<file path="config.mk">
export PLATFORM = sky130hd
export DESIGN_NAME = wheel_status_reg
export DESIGN_NICKNAME = d
export VERILOG_FILES = /design/src/rtl/wsr_pkg.sv /design/src/rtl/wsr_sync.sv /design/src/rtl/wsr_decode.sv /design/src/rtl/wsr_flags.sv /design/src/rtl/wheel_status_reg.sv
export SDC_FILE = /design/constraint.sdc
export NUM_CORES = 1
export LEC_CHECK = 0
export BUFFER_PORTS_ARGS = -buffer_cell sky130_fd_sc_hd__clkbuf_2
export CORE_AREA = 2 2 39 41
export DETAILED_ROUTE_END_ITERATION = 10
export DIE_AREA = 0 0 41 43
export SLEW_MARGIN = 20
export SYNTH_ARGS = -nofsm -noshare
export SYNTH_HDL_FRONTEND = slang
export SYNTH_SLANG_ARGS = --single-unit
</file>
<file path="constraint.sdc">
create_clock -name clk -period 2.2 [get_ports clk]
set_clock_uncertainty 0.2 [all_clocks]
set_input_delay 0.33 -clock clk [delete_from_list [all_inputs] [get_ports clk]]
set_output_delay 0.33 -clock clk [all_outputs]
set_load 0.01 [all_outputs]
</file>
<file path="src/rtl/wsr_pkg.sv">
// Package for the tuning wheel status register: flag layout and widths.
package wsr_pkg;
    localparam int FLAG_W = 2;

    // Stored flags; bit 0 rotating, bit 1 clockwise.
    typedef struct packed {
        logic cw;
        logic rotating;
    } wheel_flags_t;
endpackage

</file>
<file path="src/rtl/wsr_sync.sv">
// Multi-stage synchronizer for a bundle of asynchronous level signals.
// Assumes each input is a slow level, so per-bit resolution is enough.
module wsr_sync #(
    parameter int WIDTH  = 3,
    parameter int STAGES = 2
) (
    input  logic             clk,
    input  logic             rst_n,
    input  logic [WIDTH-1:0] async_i,
    output logic [WIDTH-1:0] sync_o
);
    logic [WIDTH-1:0] chain [STAGES];

    // First stage samples the asynchronous inputs.
    always_ff @(posedge clk) begin
        if (!rst_n) chain[0] <= '0;
        else        chain[0] <= async_i;
    end

    // Each further stage copies its predecessor.
    for (genvar s = 1; s < STAGES; s++) begin : g_stage
        always_ff @(posedge clk) begin
            if (!rst_n) chain[s] <= '0;
            else        chain[s] <= chain[s-1];
        end
    end

    assign sync_o = chain[STAGES-1];
endmodule

</file>
<file path="src/rtl/wsr_decode.sv">
// Address decoder: produces the status-read select and the clear select.
// Assumes both selects require the active-low read strobe to be low.
module wsr_decode #(
    parameter int             ADDR_W   = 16,
    parameter logic [ADDR_W-1:0] STAT_ADDR = 16'h1040,
    parameter logic [ADDR_W-1:0] CLR_ADDR  = 16'h1048
) (
    input  logic [ADDR_W-1:0] addr_i,
    input  logic              rd_n_i,
    output logic              sel_stat_o,
    output logic              sel_clr_o
);
    // Compare the address against both decoded locations.
    always_comb begin
        sel_stat_o = !rd_n_i && (addr_i == STAT_ADDR);
        sel_clr_o  = !rd_n_i && (addr_i == CLR_ADDR);
    end
endmodule

</file>
<file path="src/rtl/wsr_flags.sv">
// Flag storage: loads synchronized wheel values on a rising edge of the
// synchronized capture clock when both gates are low; clear has priority.
// Assumes all inputs are already in the clk domain.
module wsr_flags
    import wsr_pkg::*;
(
    input  logic         clk,
    input  logic         rst_n,
    input  logic         cap_lvl_i,
    input  logic [1:0]   gate_n_i,
    input  wheel_flags_t wheel_i,
    input  logic         clear_i,
    output wheel_flags_t flags_o
);
    logic cap_prev;
    logic cap_fire;

    // Remember the previous capture level for edge detection.
    always_ff @(posedge clk) begin
        if (!rst_n) cap_prev <= 1'b0;
        else        cap_prev <= cap_lvl_i;
    end

    // A load happens on a rising capture edge with both gates open.
    always_comb cap_fire = cap_lvl_i && !cap_prev && (gate_n_i == 2'b00);

    // Update flags: clear first, then capture, else hold.
    always_ff @(posedge clk) begin
        if (!rst_n)        flags_o <= '0;
        else if (clear_i)  flags_o <= '0;
        else if (cap_fire) flags_o <= wheel_i;
    end

    assert_clear_wins_R8: assert property (@(posedge clk) disable iff (!rst_n)
        clear_i |=> (flags_o == '0));
    assert_capture_load_R4: assert property (@(posedge clk) disable iff (!rst_n)
        (cap_fire && !clear_i) |=> (flags_o == $past(wheel_i)));
    assert_gate_blocks_R5: assert property (@(posedge clk) disable iff (!rst_n)
        ((gate_n_i != 2'b00) && !clear_i) |=> $stable(flags_o));
    assert_level_hold_R9: assert property (@(posedge clk) disable iff (!rst_n)
        (cap_prev && !clear_i) |=> $stable(flags_o));
endmodule

</file>
<file path="src/rtl/wheel_status_reg.sv">
// Top: processor-readable tuning wheel status register.
// Assumes wheel inputs and capture clock are asynchronous to clk, and
// that the bus tri-state is built outside from rd_data_o and rd_oe_o.
module wheel_status_reg
    import wsr_pkg::*;
#(
    parameter int                ADDR_W      = 16,
    parameter int                DATA_W      = 8,
    parameter int                SYNC_STAGES = 2,
    parameter logic [ADDR_W-1:0] STAT_ADDR   = 16'h1040,
    parameter logic [ADDR_W-1:0] CLR_ADDR    = 16'h1048
) (
    input  logic              clk,
    input  logic              rst_n,
    input  logic              wheel_turn_i,
    input  logic              wheel_cw_i,
    input  logic              cap_clk_i,
    input  logic [1:0]        gate_n_i,
    input  logic [ADDR_W-1:0] addr_i,
    input  logic              rd_n_i,
    output logic [DATA_W-1:0] rd_data_o,
    output logic              rd_oe_o
);
    localparam int SYNC_W = FLAG_W + 1;
    localparam int PAD_W  = DATA_W - FLAG_W;

    logic [SYNC_W-1:0] sync_q;
    wheel_flags_t      wheel_s;
    wheel_flags_t      flags;
    logic              sel_stat;
    logic              sel_clr;

    wsr_sync #(.WIDTH(SYNC_W), .STAGES(SYNC_STAGES)) u_sync (
        .clk     (clk),
        .rst_n   (rst_n),
        .async_i ({cap_clk_i, wheel_cw_i, wheel_turn_i}),
        .sync_o  (sync_q)
    );

    // Repack the synchronized wheel bits as a flag record.
    always_comb begin
        wheel_s.rotating = sync_q[0];
        wheel_s.cw       = sync_q[1];
    end

    wsr_decode #(.ADDR_W(ADDR_W), .STAT_ADDR(STAT_ADDR), .CLR_ADDR(CLR_ADDR)) u_dec (
        .addr_i     (addr_i),
        .rd_n_i     (rd_n_i),
        .sel_stat_o (sel_stat),
        .sel_clr_o  (sel_clr)
    );

    wsr_flags u_flags (
        .clk       (clk),
        .rst_n     (rst_n),
        .cap_lvl_i (sync_q[SYNC_W-1]),
        .gate_n_i  (gate_n_i),
        .wheel_i   (wheel_s),
        .clear_i   (sel_clr),
        .flags_o   (flags)
    );

    // Drive the bus only on a status read; otherwise present zero.
    always_comb begin
        rd_oe_o   = sel_stat;
        rd_data_o = sel_stat ? {{PAD_W{1'b0}}, flags} : '0;
    end

    assert_oe_needs_strobe_R2: assert property (@(posedge clk) disable iff (!rst_n)
        rd_oe_o |-> (!rd_n_i && addr_i == STAT_ADDR));
    assert_stat_read_keeps_R7: assert property (@(posedge clk) disable iff (!rst_n)
        (sel_stat && !u_flags.cap_fire) |=> $stable(flags));
endmodule

</file>
==> flow_metrics.tcl <==
set metrics [dict create \
    rows 14 \
    p_leak_uw 0.000259 \
    post_drt_via_cell_ratio 3.92 \
    dr.pass1.iters 2 \
    power_uw 325 \
    post-cts-setup-buffers 0 \
    die_area_sq_mm 0.00176 \
    drt_iter0_drc 2 \
    hold_viol 0 \
    ys_seq_area_share_pct 45.3 \
    timing.rr.start "u_flags.cap_prev" \
    core_area_sq_mm 0.00138 \
    r2r_slack_ns 0.95 \
    clock-sinks 9 \
    endpoint "rd_data_o[0]" \
    crit_path_max_fanout 3 \
    tns_ns 0 \
    crit_chain "clkbuf_2, nor4_1, nand4_1, nor3b_1, clkbuf_2" \
    antenna_found_initial 0 \
    rr_worst_depth 3 \
    grt_pass1_wl_um 1110 \
    max_cap_violations 0 \
    grt_max_degree 9 \
    grt_pass1_vias 294 \
    slew_violations 0 \
    fillers 152 \
    worstPathRequired_ns 1.67 \
    timing.final.ws_setup_ns 0.309 \
    synth_cell_types 14 \
    max_freq_ghz 0.529 \
    synth_top_cell_area_share_pct 45.3 \
    layout-drive-gt1-share_pct 44.8 \
    postRouteAntennaNets 0 \
    cp.buffers_inverters 2 \
    crit_start "addr_i[2]" \
    ys.warnings.count 0 \
    cp_slowest_cell "nor4_1" \
    drcViolationCount 0 \
    status "completed" \
    cts_resized 0 \
    ctsLongestPathBuffers 2 \
    die_x_um 41 \
    r2r_end "u_flags.flags_o[0]" \
    dp_hpwl_um 598 \
    die_y_um 43 \
    fin_crit_sh_pct 86.0 \
    detail_route.wl_per_cell_um 8.33 \
    cp_data_arrival_time_ns 1.36 \
    syn-cell-area_sq_um 398 \
    hold_ws_ns 0.0829 \
    syn_inst 38 \
    synth_area_leaders "dfxtp_1 45%, buf_4 11%, and2_1 11%" \
    start_util_pct 28.8 \
    critPathKind "input pin to output pin" \
    drt_wl_total_um 691 \
    diodes 0 \
    rsz0062_at_grt "no" \
    cts_max_level 1 \
    crit_family "simple AND/OR/NAND/NOR gates" \
    tritoncts "built" \
    setup_violations 0 \
    final.min_clock_period_ns 1.89 \
    synth_top_area_cell "dfxtp_1" \
    worst-path-stages 5 \
    clock_latency_ns 0.25 \
    fin_nets 92 \
    hold_buffers 0 \
    buffer_ports.inserted 26 \
    critPathMaxStageDelay_ns 0.36 \
    clk_pin_slew_ns 0.06 \
    cp_common_cell "clkbuf_2" \
    num_vias 325 \
    power_density_mw_per_mm2 593 \
    num_io_pins 33 \
    cp-end-kind "output pin" \
    place.gp.congestion 0.616 \
    min_path_type "input pin to flop" \
    syn_avg_cell_area_sq_um 10.5 \
    ir_drop_mv 0.206 \
    synth_seq_cells 9 \
    area_growth_pct 37.7 \
    start_kind "input pin" \
    root_buffer "clkbuf_4" \
    grt-ovfl-total 0 \
    grt.total_usage_pct 9.38 \
    post-place-ws_ns 0.307 \
    cts_buffers 3 \
]
final cells by class:
cell class | count | area, sq um | share of cell area [%]
Clock buffer | 4 | 26.3 | 4.79
Inverter | 1 | 3.75 | 0.685
Multi-Input combinational cell | 27 | 188 | 34.2
Sequential cell | 9 | 180 | 32.9
Tap cell | 16 | 20.0 | 3.65
Timing Repair Buffer | 26 | 130 | 23.7
per-stage QoR:
stage	util, %	instance area (sq um)	std cells
after floorplan	-	417	43
after global placement	37.7	522	79
after detailed placement	37.7	522	79
after CTS	39.6	548	83
after global routing	39.6	548	83
final	39.6	548	83
layer usage:
metal / GRT usage (%) / up-vias / routed length [um]
met5: 0 / - / 0
li1: - / 181 / -
met4: 8.00 / 0 / 0
met2: 14.1 / 10 / 359
met3: 1.57 / 0 / 38
met1: 10.8 / 134 / 293
synthesized netlist by cell type:
| cell | instances |
|---|---|
| a211oi_1 | 2 |
| and2_1 | 7 |
| and4_1 | 1 |
| buf_4 | 6 |
| conb_1 | 1 |
| dfxtp_1 | 9 |
| inv_1 | 1 |
| mux2i_1 | 2 |
| nand4_1 | 1 |
| nor2_1 | 1 |
| nor3b_1 | 2 |
| nor4_1 | 3 |
| nor4b_4 | 1 |
| nor4bb_1 | 1 |
how the worst min path moves through the flow:
stage               depth (start not counted)                 end               start
floorplan                                   1  u_sync.chain[1][0]  u_sync.chain[0][0]
CTS                                         2  u_sync.chain[0][0]        wheel_turn_i
detailed placement                          1  u_sync.chain[1][2]  u_sync.chain[0][2]
global placement                            1  u_sync.chain[1][1]  u_sync.chain[0][1]
finish                                      2  u_sync.chain[0][0]        wheel_turn_i
global route                                2  u_sync.chain[0][1]          wheel_cw_i
power breakdown:
| group | total (uW) | internal [uW] | switching (uW) |
|---|---|---|---|
| sequential | 170 | 169 | 1.48 |
| clock | 119 | 69.4 | 49.7 |
| combinational | 35.5 | 19.9 | 15.5 |
| total | 325 | 258 | 66.7 |
cells in the final DEF (no fill, tap or decap), drive strengths merged:
| master | Yosys | routed |
|---|---|---|
| inv | 1 | 1 |
| clkbuf | 0 | 30 |
| and4 | 1 | 1 |
| nor4b | 1 | 1 |
| nand4 | 1 | 1 |
| a211oi | 2 | 2 |
| and2 | 7 | 7 |
| dfxtp | 9 | 9 |
| nor4 | 3 | 3 |
| mux2i | 2 | 2 |
| nor3b | 2 | 2 |
| nor2 | 1 | 1 |
| nor4bb | 1 | 1 |
| conb | 1 | 6 |
sequential cells by signal, indices dropped and copies added, names as in the netlist:
| signal | count |
|---|---|
| u_flags.cap_prev | 1 |
| u_sync.chain | 6 |
| u_flags.flags_o | 2 |
kinds of logic (layout without fill, tap and decap cells):
| group | Yosys count | in the layout | synth area share [%] |
|---|---|---|---|
| flip-flops | 9 | 9 | 45.3 |
| AO/OA/AOI/OAI | 2 | 2 | 3.77 |
| other | 1 | 6 | 0.942 |
| multiplexers | 2 | 2 | 5.03 |
| buffers and inverters | 7 | 31 | 12.3 |
| AND/OR/NAND/NOR | 17 | 17 | 32.7 |
Power figures use the tool's default switching activity.
